## src/rtl/warp_split_ctrl.sv

```systemverilog
module warp_split_ctrl #(
  parameter int WID_W = 5,
  parameter int DEPTH = 16,
  parameter int CNT_W = 6,
  parameter int PER_W = 8
) (
  input  logic             clk,
  input  logic             rst_n,
  input  logic [3:0]       thresh,
  input  logic [CNT_W-1:0] total_warps,
  input  logic             div_valid,
  input  logic [WID_W-1:0] div_wid,
  input  logic             split_req,
  input  logic             sec_all_done,
  input  logic [PER_W-1:0] period,
  input  logic [PER_W-1:0] stall_limit,
  input  logic             slow_stall,
  input  logic [WID_W-1:0] fast_wid,
  output logic             fused,
  output logic             mig_valid,
  output logic [WID_W-1:0] mig_wid,
  output logic             topup_valid,
  output logic [WID_W-1:0] topup_wid
);
  localparam int AW = $clog2(DEPTH);
  localparam int MW = ((CNT_W > AW + 1) ? CNT_W : AW + 1) + 4;

  typedef enum logic [1:0] {S_FUSED, S_DRAIN, S_SPLIT, S_REFUSE} st_t;
  st_t st;

  logic [WID_W-1:0] bin [DEPTH];
  logic [AW-1:0]    wp, rp;
  logic [AW:0]      cnt;
  logic [PER_W-1:0] per_cnt, stl_cnt;

  wire push = (st == S_FUSED) && div_valid && (cnt != (AW+1)'(DEPTH));
  wire pop  = (st == S_DRAIN);
  wire over = (MW'(cnt) << 4) > (MW'(thresh) * MW'(total_warps));
  wire go   = (st == S_FUSED) && split_req && (cnt != '0) && over;

  wire [PER_W:0] stl_sum = {1'b0, stl_cnt} + {{PER_W{1'b0}}, slow_stall};
  wire per_end = (st == S_SPLIT) && (period != '0) && (per_cnt == period - 1'b1);

  assign fused     = (st == S_FUSED);
  assign mig_valid = pop;
  assign mig_wid   = bin[rp];

  always_ff @(posedge clk)
    if (push) bin[wp] <= div_wid;

  always_ff @(posedge clk) begin
    if (!rst_n) begin
      wp  <= '0;
      rp  <= '0;
      cnt <= '0;
    end else begin
      if (push) wp <= wp + 1'b1;
      if (pop)  rp <= rp + 1'b1;
      if (push)     cnt <= cnt + 1'b1;
      else if (pop) cnt <= cnt - 1'b1;
    end
  end

  always_ff @(posedge clk) begin
    if (!rst_n) st <= S_FUSED;
    else begin
      case (st)
        S_FUSED:  if (go) st <= S_DRAIN;
        S_DRAIN:  if (cnt == (AW+1)'(1)) st <= S_SPLIT;
        S_SPLIT:  if (sec_all_done) st <= S_REFUSE;
        default:  st <= S_FUSED;
      endcase
    end
  end

  always_ff @(posedge clk) begin
    if (!rst_n) begin
      per_cnt     <= '0;
      stl_cnt     <= '0;
      topup_valid <= 1'b0;
      topup_wid   <= '0;
    end else begin
      topup_valid <= per_end && (stl_sum > {1'b0, stall_limit});
      if (per_end) topup_wid <= fast_wid;
      if (st != S_SPLIT || per_end) begin
        per_cnt <= '0;
        stl_cnt <= '0;
      end else begin
        per_cnt <= per_cnt + 1'b1;
        stl_cnt <= stl_sum[PER_W-1:0];
      end
    end
  end
endmodule


```

## config.mk

```make
export PLATFORM = sky130hd
export DESIGN_NAME = warp_split_ctrl
export DESIGN_NICKNAME = d
export VERILOG_FILES = /design/src/rtl/warp_split_ctrl.sv
export SDC_FILE = /design/constraint.sdc
export NUM_CORES = 1
export LEC_CHECK = 0
export ABC_AREA = 1
export BUFFER_PORTS_ARGS = -buffer_cell sky130_fd_sc_hd__buf_2
export CAP_MARGIN = 20
export CELL_PAD_IN_SITES_DETAIL_PLACEMENT = 1
export CELL_PAD_IN_SITES_GLOBAL_PLACEMENT = 2
export CORE_MARGIN = 5
export CORE_UTILIZATION = 38
export DETAILED_ROUTE_END_ITERATION = 7
export PLACE_DENSITY = 0.91
export SYNTH_ARGS = -nofsm -noshare
export SYNTH_HDL_FRONTEND = slang
export SYNTH_SLANG_ARGS = --single-unit
```

## constraint.sdc

```tcl
create_clock -name clk -period 5.15 [get_ports clk]
set_input_delay 1.03 -clock clk [delete_from_list [all_inputs] [get_ports clk]]
set_output_delay 1.03 -clock clk [all_outputs]
set_load 0.005 [all_outputs]
```

After elaboration in Yosys (flattened, before gate mapping)
Memory sizes are Yosys's and may differ from the RTL's. A register that Yosys moved wholly into a read port is not among the register bits.
Cells that the tools add are included.
{"block": "word_totals", "ff_bits": 37, "mem_bits_rw": 80, "inputBits": 42, "out_inout_bits": 13, "mem_count": 1}
{"block": "op_classes", "n_addsub": 7, "mul": 1, "n_lt_le_gt_ge": 2, "eq_ne": 9, "n_mux": 10, "n_bitwise": 1, "reduce_logical": 15}
{"name": "bin", "depth": 16, "width": 5, "read_ports": 1, "rd_ports_with_merged_regs": 1, "wr": 1, "line_no": "31", "text": "logic [WID_W-1:0] bin [DEPTH];"}
{"operator": "9-bit by 10-bit > comparator with 1-bit output", "n": 1}
{"operator": "4-bit by 6-bit multiplier with 10-bit output", "n": 1}
{"operator": "5-bit 2-to-1 mux", "n": 2}
{"operator": "8-bit by 1-bit adder with 9-bit output", "n": 1}
{"operator": "9-bit by 8-bit > comparator with 1-bit output", "n": 1}
{"operator": "4-bit by 1-bit adder with 4-bit output, second input constant", "n": 2}
{"operator": "8-bit by 1-bit adder with 8-bit output, second input constant", "n": 1}
{"operator": "8-bit == test", "n": 1}
{"operator": "1-bit logical AND", "n": 8}
{"operator": "4-bit 2-to-1 mux", "n": 2}
{"operator": "8-bit nonzero test", "n": 1}
{"operator": "8-bit by 1-bit subtractor with 8-bit output, second input constant", "n": 1}
{"operator": "2-bit 2-to-1 mux", "n": 3}
{"operator": "2-bit case mux with 3 select lines", "n": 1}
{"operator": "5-bit by 1-bit adder with 5-bit output, second input constant", "n": 1}
{"operator": "5-bit by 1-bit == test with 1-bit output, second input constant", "n": 1}
{"operator": "5-bit != test, second input constant", "n": 1}
{"operator": "5-bit nonzero test", "n": 1}
{"operator": "5-bit by 1-bit subtractor with 5-bit output, second input constant", "n": 1}
{"operator": "2-bit by 1-bit != test with 1-bit output, second input constant", "n": 2}
{"operator": "2-bit != test, second input constant", "n": 2}
{"operator": "3-bit AND reduction", "n": 1}
{"operator": "2-bit by 1-bit == test with 1-bit output, second input constant", "n": 1}
{"operator": "2-bit == test, second input constant", "n": 1}
{"operator": "other kinds (6)", "n": 7}

Logic depth before layout (Yosys ltp)
Gate-level depths: netlist of the first run.
{"block": "logic_depth", "ltp_word": 6, "depth_mapped": 25}

Worst setup path after synthesis of the first run
Ideal clock, no wire load.
{"block": "synth_timing", "kind": "input-to-reg", "from": "in total_warps[1]", "to": "reg st[1]", "arrival_ns": 4.126, "t_required_ns": 5.035, "path_slack_ns": 0.909, "stages": 23, "n_path_buf": 0, "cell_sequence": "nand2_1 inv_1 fa_1 inv_1 fa_1 inv_1 ha_1 or2_2 nand2_1 nor2_1 nor2_1 xor2_1 ha_1 nand2_1 inv_1 nand2_1 nand2_1 a21oi_1 nor2_1 nand2_1 nand2_1 a21oi_1 nor2_1"}
{"block": "synth_via", "elab_chain_len": 5}
{"item": "from (decl)", "line_no": "10", "text": "input logic [CNT_W-1:0] total_warps,"}
{"item": "4-bit by 6-bit multiplier with 10-bit output", "line_no": "38", "text": "wire over = (MW'(cnt) << 4) > (MW'(thresh) * MW'(total_warps));"}
{"item": "9-bit by 10-bit > comparator with 1-bit output", "line_no": "38"}
{"item": "1-bit logical AND", "line_no": "39", "text": "wire go = (st == S_FUSED) && split_req && (cnt != '0) && over;"}
{"item": "2-bit by 1-bit != test with 1-bit output (no line)"}
{"item": "3-bit AND reduction (no line)"}
{"item": "to (signal assigned)", "line_no": "65", "text": "if (!rst_n) st <= S_FUSED;"}
{"item": "to (signal assigned)", "line_no": "68", "text": "S_FUSED: if (go) st <= S_DRAIN;"}
{"item": "to (signal assigned)", "line_no": "69", "text": "S_DRAIN: if (cnt == (AW+1)'(1)) st <= S_SPLIT;"}
{"item": "to (decl)", "line_no": "29", "text": "st_t st;"}
No other way between the ends.
A chain may end at the register's enable or synchronous reset.

Final worst setup path of the first run
{"block": "layout_timing", "from": "in thresh[3]", "to": "reg st[1]"}
{"block": "layout_via", "elab_chain_len": 5}
{"item": "from (decl)", "line_no": "9", "text": "input logic [3:0] thresh,"}
{"item": "4-bit by 6-bit multiplier with 10-bit output", "line_no": "38"}
{"item": "9-bit by 10-bit > comparator with 1-bit output", "line_no": "38"}
{"item": "1-bit logical AND", "line_no": "39"}
{"item": "2-bit by 1-bit != test with 1-bit output (no line)"}
{"item": "3-bit AND reduction (no line)"}
No other way between the ends.

==> results by group, run 1 <==
Outcome
  – Status: finished, final reports clean

Synth
  – Flop and latch count out of synthesis: 121
  – Synth warnings: 0
  – Post-synth net total: 804
  – Seq/Total Area, Yosys: 48.4%
  – Distinct cell type count after synthesis: 39
  – Mapped Area: 6660 um^2
  – Cells after Synth: 711
  – Synth Area per Inst: approximately 9.4 um^2

Job
  – Number of max-cap violations: 0

Setup path
  – Most common cell on crit path: nand2_1
  – Critical path class: in -> reg
  – CP delay by family, top: adder cells
  – Worst Path Required: 5450 ps
  – Worst Path Buf+Inv: 5
  – Critical path data arrival time: 4490 ps
  – CP Capture Type: register
  – CP cell instances: buf_2 > nand2_1 > inv_1 > fa_1 > inv_1 > fa_1 > inv_1 > ha_1 > or2_2 > nand2_1 > nor2_1 > nor2_1 > xor2_1 > ha_1 > nand2_1 > inv_1 > nand2_1 > nand2_1 > a21oi_1 > nor2_1 > nand2_1 > nand2_1 > a21oi_1 > nor2_1
  – CP max-delay cell: fa_1
  – Max incr delay on CP: 520 ps
  – Worst-path maximum fanout: 6
  – Critical path launch point type: input port

Global routing
  – Pin count of the biggest net entering global routing: 61
  – Number of global-route vias before repair: about 5.4k
  – Total track usage: between 10% and 20%
  – Antenna violations before repair: 0
  – Remaining Overflow, GRT: 0
  – First-pass GRT wire length: 26300 um

Clock network
  – Reg clk slew, reported paths: 60 ps
  – Worst skew pair latency: between 400 and 500 ps
  – Root buffer cell: clkbuf_16
  – Post-CTS Setup Repair Bufs: 0
  – Hold-fix buffers, CTS: 0
  – H-tree depth: 4
  – CTS tree: done
  – CTS Buf Count: 17
  – Clk buf depth: 2
  – Gates resized, CTS repair: 0
  – CTS Sinks: 121

STA
  – Max frequency: 239 MHz
  – Post-layout min period: 4190 ps
  – Relative slew slack: ~42%
  – Tcrit/Tclk final: 81.3%
  – Final TNS setup: 0 ps
  – RSZ-0062 raised after global routing: false
  – Slew Viols, Final: 0
  – Fin. Hold Viols: 0
  – Setup-failing EPs final: 0
  – Clock skew after layout: 8.06 ps
  – Fin Hold WS: 479 ps
  – Worst-margin pin slew: 864 ps

Die
  – Core Box Area: 17200 um^2
  – Die width: 142 um
  – Die Y-Extent: 142 um
  – I/O Pins: 55
  – Die area: 20300 um^2
  – Num rows: 48
  – Starting Density: 38.6%

Pwr
  – Power per standard cell area: 412 nW/um^2
  – Worst vdd ir: around 280 uV
  – Total power: 3200 uW
  – P_leak: 0.00331 uW

Placement
  – GPL Wtd Cong: 0.851
  – Placed cell area: 7130 um^2
  – Cells after DPL: 974
  – I/O Buffers: between 50 and 60
  – Hpwl dp: 11900 um

Drt
  – Final wirelength: 15800 um
  – Number of DRC markers in iteration 0: 196
  – Drt drc: 0
  – Wire per inst: 15.7 um
  – Via-to-Cell Ratio: 4.97
  – Initial DRT Pass Iterations: 4
  – Detail Route Antenna Nets: 0
  – Via count: approximately 5.0k

Layout
  – Syn-to-layout area delta: 16.6%
  – Final Non-Filler Cells: around 1.0k
  – Design Area, Final: a little under 8000 um^2
  – FILL cells: 1975
  – Nets: about 860
  – Area occupied by multi-input gates: 2930 um^2
  – Share of cells above drive strength 1: 15.1%
  – FF/Latch Area: 3220 um^2
  – Diode count: 0

Min path
  – Worst Hold Class: reg -> reg
[metrics by stage]
stage,setup slack [ps],utilization (%)
6_report,961,45.1
5_1_grt,700,45.1
4_1_cts,956,44.9
3_5_place_dp,519,41.4
3_3_place_gp,627,41.4
2_1_floorplan,909,-
[power breakdown]
group / internal (uW) / leakage, uW / switching, uW / total [uW]
clock network: 847 / 0.000297 / 404 / 1250
logic: 290 / 0.00196 / 469 / 759
registers: 1100 / 0.00105 / 87.2 / 1190
total: 2240 / 0.00331 / 960 / 3200
[registers in the layout, summed over array words and instances (netlist names), named ones only]
signal / cells
rp: 4
bin: 80
wp: 4
topup_wid: 5
cnt: 5
st: 2
per_cnt: 8
topup_valid: 1
stl_cnt: 8
[logic make-up after synthesis]
| group | Yosys count | share of synthesized area [%] |
|---|---|---|
| compound gates | 102 | 8.60 |
| xor+xnor | 23 | 3.02 |
| fa+ha+maj | 51 | 10.5 |
| buf+inv | 131 | 7.70 |
| flops | 121 | 48.4 |
| mux | 20 | 3.01 |
| simple gates | 263 | 18.8 |
[layout by cell type, fill, tap and decap left out, types with 20 or more instances in the layout]
| master | instances |
|---|---|
| inv_1 | 112 |
| nand3_1 | 34 |
| buf_2 | 54 |
| o21ai_0 | 33 |
| a21oi_1 | 39 |
| edfxtp_1 | 80 |
| nor2_1 | 71 |
| ha_1 | 43 |
| o211ai_1 | 21 |
| mux2i_1 | 20 |
| nand2_1 | 109 |
| dfxtp_1 | 40 |
[Yosys cell counts]
cell,instances,share of area (%)
inv_1,112,6.3
nand2_1,109,6.1
edfxtp_1,80,36
nor2_1,71,4.0
ha_1,43,8.1
dfxtp_1,41,12
a21oi_1,39,2.9
nand3_1,34,2.6
o21ai_0,33,2.5
o211ai_1,21,2.4
mux2i_1,20,3.0
xor2_1,14,1.8
nor2_4,12,2.0
clkbuf_1,10,0.56
xnor2_1,9,1.2
fa_1,8,2.4
nand2_2,7,0.66
nand4_1,7,0.66
nor2_2,5,0.47
nor3_1,5,0.38
o21ai_1,5,0.38
buf_2,4,0.30
inv_2,3,0.17
nand2_4,2,0.34
nand3_2,2,0.30
or2_2,2,0.19
a221oi_1,1,0.13
a31oi_1,1,0.094
and2_1,1,0.094
and3_2,1,0.11
buf_1,1,0.056
buf_12,1,0.30
nand2b_1,1,0.094
nand3_4,1,0.26
nand3b_1,1,0.11
nor2_8,1,0.30
nor3b_1,1,0.11
o21a_1,1,0.11
o31ai_1,1,0.11
[worst reg2reg max path, stage by stage, from the launching register on]
cell      delay, ps
dfxtp_1         310
ha_1            180
ha_1            170
nand2_1          90
nor2_1          170
nand2_1          80
xor2_1          320
inv_1            90
ha_1            320
nand2_1          70
inv_1            80
nand3_1         100
nor3_1          120
nand2b_1        120
nand2_1          80
nor2_1          110
[path summary, 6_finish.rpt]
| path | start | end | slack, ps | cells past startpoint |
|---|---|---|---|---|
| setup / recovery | thresh[3] | st[1] | 960 | 24 |
| hold / removal | rp[3] | rp[3] | 480 | 1 |
| setup reg to reg | stl_cnt[0] | topup_valid | 2680 | 15 |
| hold reg to reg | rp[3] | rp[3] | 480 | 1 |
[metal layers]
layer	vias to the layer above	global-route usage, %	share of wire [%]
met2	87	29.4	52
met1	2407	18.9	42
met3	29	4.30	4.0
li1	2469	-	-
met4	0	5.30	2.0
met5	-	0	0
[cell type report]
class	instances	area share [%]
tap	225	3.62
inverter	115	5.56
clock buffer	20	5.62
multi-input combinational	459	37.7
sequential	121	41.5
timing repair buffer	55	3.74
clock inverter	10	2.27
No activity file was read; power rests on OpenSTA's default activity.
==> run 2: changes to the inputs <==
--- a/config.mk
+++ b/config.mk
@@ -5,15 +5,15 @@
 export SDC_FILE = /design/constraint.sdc
 export NUM_CORES = 1
 export LEC_CHECK = 0
-export ABC_AREA = 1
+export ABC_AREA = 0
 export BUFFER_PORTS_ARGS = -buffer_cell sky130_fd_sc_hd__buf_2
 export CAP_MARGIN = 20
 export CELL_PAD_IN_SITES_DETAIL_PLACEMENT = 1
 export CELL_PAD_IN_SITES_GLOBAL_PLACEMENT = 2
 export CORE_MARGIN = 5
-export CORE_UTILIZATION = 38
+export CORE_UTILIZATION = 41
 export DETAILED_ROUTE_END_ITERATION = 7
-export PLACE_DENSITY = 0.91
+export PLACE_DENSITY = 0.9
 export SYNTH_ARGS = -nofsm -noshare
 export SYNTH_HDL_FRONTEND = slang
 export SYNTH_SLANG_ARGS = --single-unit
==> constraint.sdc (replaced) <==
create_clock -name clk -period 4.1 [get_ports clk]
set_input_delay 0.82 -clock clk [delete_from_list [all_inputs] [get_ports clk]]
set_output_delay 0.82 -clock clk [all_outputs]
set_load 0.005 [all_outputs]
==> results by group, run 2 <==
Clock network
  – Hold-fix buffers, CTS: 0
  – Clk buf depth: 2
  – Reg clk slew, reported paths: 60 ps
  – CTS Buf Count: 17
  – H-tree depth: 4
  – CTS Sinks: ~120
  – Root buffer cell: clkbuf_16
  – Worst skew pair latency: 410 ps
  – CTS tree: done

Layout
  – Most common cell after layout, fill and taps aside: edfxtp_1
  – Design Area, Final: 7480 um^2
  – Max FFs per register: 80
  – Syn-to-layout area delta: 20.4%
  – Post-layout util: between 40% and 50%
  – Largest regs: bin (80), per_cnt (8), stl_cnt (8)
  – Most frequent cells in the layout: 80 x edfxtp_1, 49 x buf_2, 44 x nor2_1
  – Share of cells above drive strength 1: between 20% and 30%
  – Nets: 659
  – Largest Register: bin
  – Diode count: 0

STA
  – Final TNS setup: -235 ps
  – RSZ-0062 raised after global routing: true
  – Tcrit/Tclk final: 103%
  – Relative slew slack: 35.5%
  – Worst-margin pin slew: 967 ps
  – Fin. Hold Viols: 0
  – Slew Viols, Final: 0
  – Setup-failing EPs final: 2
  – Post-layout min period: 4230 ps
  – Clock skew after layout: approximately 8 ps
  – Max frequency: 237 MHz
  – Worst setup margin: -126 ps

Job
  – Number of max-cap violations: 0

Global routing
  – First-pass GRT wire length: 22400 um
  – Number of global-route vias before repair: 4453
  – Remaining Overflow, GRT: 0
  – Antenna violations before repair: 0
  – Pin count of the biggest net entering global routing: 21
  – Total track usage: 16.0%

Synth
  – Synth Area per Inst: 12.7 um^2
  – Synth warnings: 0
  – Synth top area cells: edfxtp_1 39%, dfxtp_1 13%, mux4_2 9.1%, ha_1 8.7%, xnor2_1 3.0%
  – Top-area cell type share of the netlist area: about two fifths
  – Leading cell type by number of instances after synthesis: edfxtp_1
  – Top_reg_cell synth: edfxtp_1
  – Cells after Synth: 490
  – Post-synth EDFFs: 80
  – Synth area leader: edfxtp_1
  – Synth cell count leaders: 80 x edfxtp_1, 44 x nor2_1, 43 x ha_1, 41 x dfxtp_1, 31 x inv_1
  – Async set or reset register ratio after synthesis: 0%
  – Mapped Area: 6210 um^2
  – Post-synth net total: 583
  – Distinct cell type count after synthesis: 55
  – Seq/Total Area, Yosys: 51.9%
  – Flop and latch count out of synthesis: 121

Die
  – Die area: 17700 um^2
  – Die Y-Extent: ~130 um
  – Num rows: 45
  – Core Box Area: 15000 um^2
  – Die width: 133 um
  – I/O Pins: 55
  – Starting Density: approximately two fifths

Setup path
  – R2R cell count: 6
  – Critical path launch point type: input port
  – Worst Path Required: 4420 ps
  – CP Capture Type: register
  – Critical path data arrival time: 4550 ps
  – Worst-path maximum fanout: 3
  – Critical path class: in -> reg

Placement
  – Hpwl dp: roughly 10000 um
  – Placed cell area: 6800 um^2
  – DP Worst Slack: -423 ps
  – I/O Buffers: 54
  – GPL Wtd Cong: 0.793

Outcome
  – Status: finished, violations left
  – Violated checks: setup timing

Drt
  – Number of DRC markers in iteration 0: around 190
  – Wire per inst: 17.9 um
  – Initial DRT Pass Iterations: 4
  – Final wirelength: 13700 um
  – Via count: 4056
  – Drt drc: 0
  – Detail Route Antenna Nets: 0
  – Via-to-Cell Ratio: 5.29

Min path
  – Worst Hold Class: reg -> reg
  – Hold path depth: 2

Pwr
  – Power per standard cell area: around 500 nW/um^2
  – Total power: 3710 uW
  – Worst vdd ir: 343 uV
  – P_leak: between 0.002 and 0.003 uW
==> run 2: cell types whose count changed after synthesis, moves of 25 or more <==
cell | before | now
nand2_1 | 109 | 29
o21ai_0 | 33 | 5
nor2_1 | 71 | 44
inv_1 | 112 | 31
mux4_2 | 0 | 25
a21oi_1 | 39 | 9
==> run 2: worst max-delay path, cell delays in order <==
cell and delay, ps:
buf_8 80, nand2_4 50, fa_1 540, inv_2 40, fa_2 490, fa_2 410, a21o_1 200, a21oi_2 170
o21bai_1 80, a21oi_1 170, xor2_1 180, ha_1 270, and3_4 190, a221o_1 310, a41oi_2 230, a31oi_4 60
o31ai_2 250
==> run 2: area by class of cell <==
class | count | area [um^2]
timing repair buffer | 74 | 455
clock inverter | 15 | 119
fill | 1548 | 7550
multi-input combinational | 321 | 2900
inverter | 31 | 116
tap | 188 | 235
clock buffer | 17 | 425
sequential | 121 | 3220
==> run 2: kinds of logic after synthesis <==
family / Yosys count / share of synthesized area [%]
buffers and inverters: 48 / 3.12
adder cells (fa/ha/maj): 51 / 11.2
flip-flops: 121 / 51.9
AO/OA/AOI/OAI: 43 / 5.00
AND/OR/NAND/NOR: 156 / 13.0
multiplexers: 32 / 10.2
XOR/XNOR: 39 / 5.50
==> run 2: path summary, 6_finish.rpt <==
check	startpoint	slack (ps)	endpoint
max	total_warps[0]	-130	st[1]
min	topup_wid[1]	460	topup_wid[1]
max reg2reg	cnt[0]	1340	bin[0][0]
min reg2reg	topup_wid[1]	460	topup_wid[1]
==> run 2: per-layer routing <==
layer	vias up	wire length, um	GRT usage [%]
met5	-	0	0
met4	0	168	5.02
met3	15	543	4.07
met2	75	7420	29.1
met1	2029	5560	18.4
li1	1937	-	-
==> run 2: report_power, final <==
part	internal, uW	switching [uW]	total, uW
Clock	783	567	1350
Combinational	452	468	920
Sequential	1380	59.0	1440
==> run 2: metrics by stage <==
step,hold slack [ps],instances
global route,498,767
CTS,464,762
finish,458,767
global placement,444,730
detailed placement,455,730
floorplan,447,490
==> run 2: repair_timing <==
action / in CTS / in global routing
endpoints found under the setup margin: 0 / 2
buffers inserted: 0 / 5
resized for setup: 0 / 25
==> run 3: changes to the inputs <==
--- a/config.mk
+++ b/config.mk
@@ -14,6 +14,7 @@
 export CORE_UTILIZATION = 41
 export DETAILED_ROUTE_END_ITERATION = 7
 export PLACE_DENSITY = 0.9
+export SETUP_SLACK_MARGIN = 0.5
 export SYNTH_ARGS = -nofsm -noshare
 export SYNTH_HDL_FRONTEND = slang
 export SYNTH_SLANG_ARGS = --single-unit
==> results by group, run 3 (synthesized netlist as in run 2, its figures left out) <==
Setup path
  – Critical path data arrival time: 4330 ps
  – Worst R2R Setup Slack: around 1400 ps
  – Critical path launch point type: input port
  – Critical path class: in -> reg
  – Worst Path Required: 4370 ps
  – Worst-path maximum fanout: 5
  – CP Capture Type: register

Clock network
  – CTS tree: done
  – Root buffer cell: clkbuf_16
  – H-tree depth: 4
  – Reg clk slew, reported paths: 60 ps
  – CTS Buf Count: 17
  – Worst skew pair latency: 410 ps
  – Hold-fix buffers, CTS: 0
  – Clk buf depth: 2
  – CTS Sinks: 121

Drt
  – Number of DRC markers in iteration 0: 157
  – Final wirelength: 13600 um
  – Via count: between 4k and 5k
  – Initial DRT Pass Iterations: 4
  – Detail Route Antenna Nets: 0
  – Via-to-Cell Ratio: 5.27
  – Wire per inst: 17.7 um
  – Drt drc: 0

Job
  – Number of max-cap violations: 0

Layout
  – Area occupied by multi-input gates: 2880 um^2
  – FF/Latch Area: 3220 um^2
  – Max FFs per register: 80
  – Largest regs: bin (80), per_cnt (8), stl_cnt (8)
  – Largest Register: bin
  – Share of cells above drive strength 1: approximately 27%
  – Design Area, Final: 7440 um^2
  – Nets: about 660
  – Syn-to-layout area delta: 19.8%
  – Diode count: 0
  – Most common cell after layout, fill and taps aside: edfxtp_1
  – Most frequent cells in the layout: 80 x edfxtp_1, 49 x buf_2, 44 x nor2_1
  – FILL cells: 1558

Global routing
  – First-pass GRT wire length: between 20000 and 25000 um
  – Number of global-route vias before repair: between 4k and 5k
  – Total track usage: 16.1%
  – Pin count of the biggest net entering global routing: 21
  – Antenna violations before repair: 0
  – Remaining Overflow, GRT: 0

STA
  – RSZ-0062 raised after global routing: true
  – Fin. Hold Viols: 0
  – Slew Viols, Final: 0
  – Relative slew slack: 33.6%
  – Setup-failing EPs final: 0
  – Tcrit/Tclk final: between 90% and 100%
  – Clock skew after layout: 8.25 ps
  – Post-layout min period: just over 4000 ps
  – Worst-margin pin slew: 994 ps
  – Max frequency: approximately 250 MHz

Pwr
  – Switching Power: 1080 uW
  – Total power: around 3700 uW
  – P_leak: 0.00293 uW
  – Seq pwr share: 39.1%
  – Power per standard cell area: 495 nW/um^2
  – Int Power: approximately 2600 uW
  – Gate power share: 24.3%
  – Worst vdd ir: 342 uV
  – Sw Ratio: 29.4%
  – Clock power share: 36.7%

Die
  – Starting Density: 41.3%
  – Die area: 17700 um^2
  – Core Box Area: around 15000 um^2
  – Num rows: between 40 and 50
  – Die Y-Extent: 133 um
  – I/O Pins: 55
  – Die width: 133 um

Min path
  – Worst Hold Class: reg -> reg

Outcome
  – Status: finished, final reports clean

Placement
  – GPL Wtd Cong: around 0.8
  – Hpwl dp: 9840 um
  – Placed cell area: ~7000 um^2
  – I/O Buffers: 54
-- run 3: worst paths after layout --
kind                      from           end  depth (start not counted)
setup / recovery     thresh[1]         st[0]                         19
hold / removal    topup_wid[1]  topup_wid[1]                          2
setup reg to reg        cnt[0]     bin[2][4]                          6
hold reg to reg   topup_wid[1]  topup_wid[1]                          2
-- run 3: worst max-delay path, stage by stage --
cell and delay [ps]:
buf_8 110, buf_4 120, and2_1 130, ha_1 290, ha_1 280, ha_1 250, fa_2 400, a21o_1 170
a21oi_2 130, o21bai_1 90, a21oi_1 160, xor2_1 190, ha_1 270, and3_4 160, a221o_1 330, a41oi_2 150
a31oi_2 80, nor2_1 140, nor3_1 60
-- run 3: stage by stage --
step	hold slack, ps	util (%)	std cells	TNS [ps]	setup WS, ps
final	458	49.5	765	0	46.7
after global routing	498	49.5	765	-322	-163
after CTS	464	49.1	764	0	31.7
after floorplan	447	-	490	-89.9	-49.8
after global placement	444	45.2	730	-569	-295
after detailed placement	455	45.2	730	-832	-423
-- run 3: final cells by class --
cell class	count	area share, %
Clock inverter	15	1.60
Timing Repair Buffer	72	5.92
Inverter	31	1.56
Tap cell	188	3.16
Multi-Input combinational cell	321	38.7
Sequential cell	121	43.3
Clock buffer	17	5.72
-- run 3: layer usage --
layer | vias up | global-route usage [%] | routed length (um)
met5 | - | 0 | 0
met2 | 73 | 29.4 | 7320
met1 | 2011 | 18.5 | 5550
met3 | 14 | 4.07 | 526
li1 | 1933 | - | -
met4 | 0 | 5.02 | 169
-- run 3: power by group through the flow --
stage	Clock, uW	Sequential, uW	Combinational [uW]
CTS	1390	1440	906
global placement	0	1460	826
finish	1350	1440	893
global route	1440	1450	997
floorplan	0	1440	620
detailed placement	0	1460	870
-- run 3: what timing repair did --
item | CTS | global route
gates resized for setup | 8 | 13
endpoints found under the hold margin | 0 | 0
setup endpoints to repair | 2 | 2
pin swaps | 3 | 5
gates cloned | 0 | 0
buffers inserted | 2 | 1
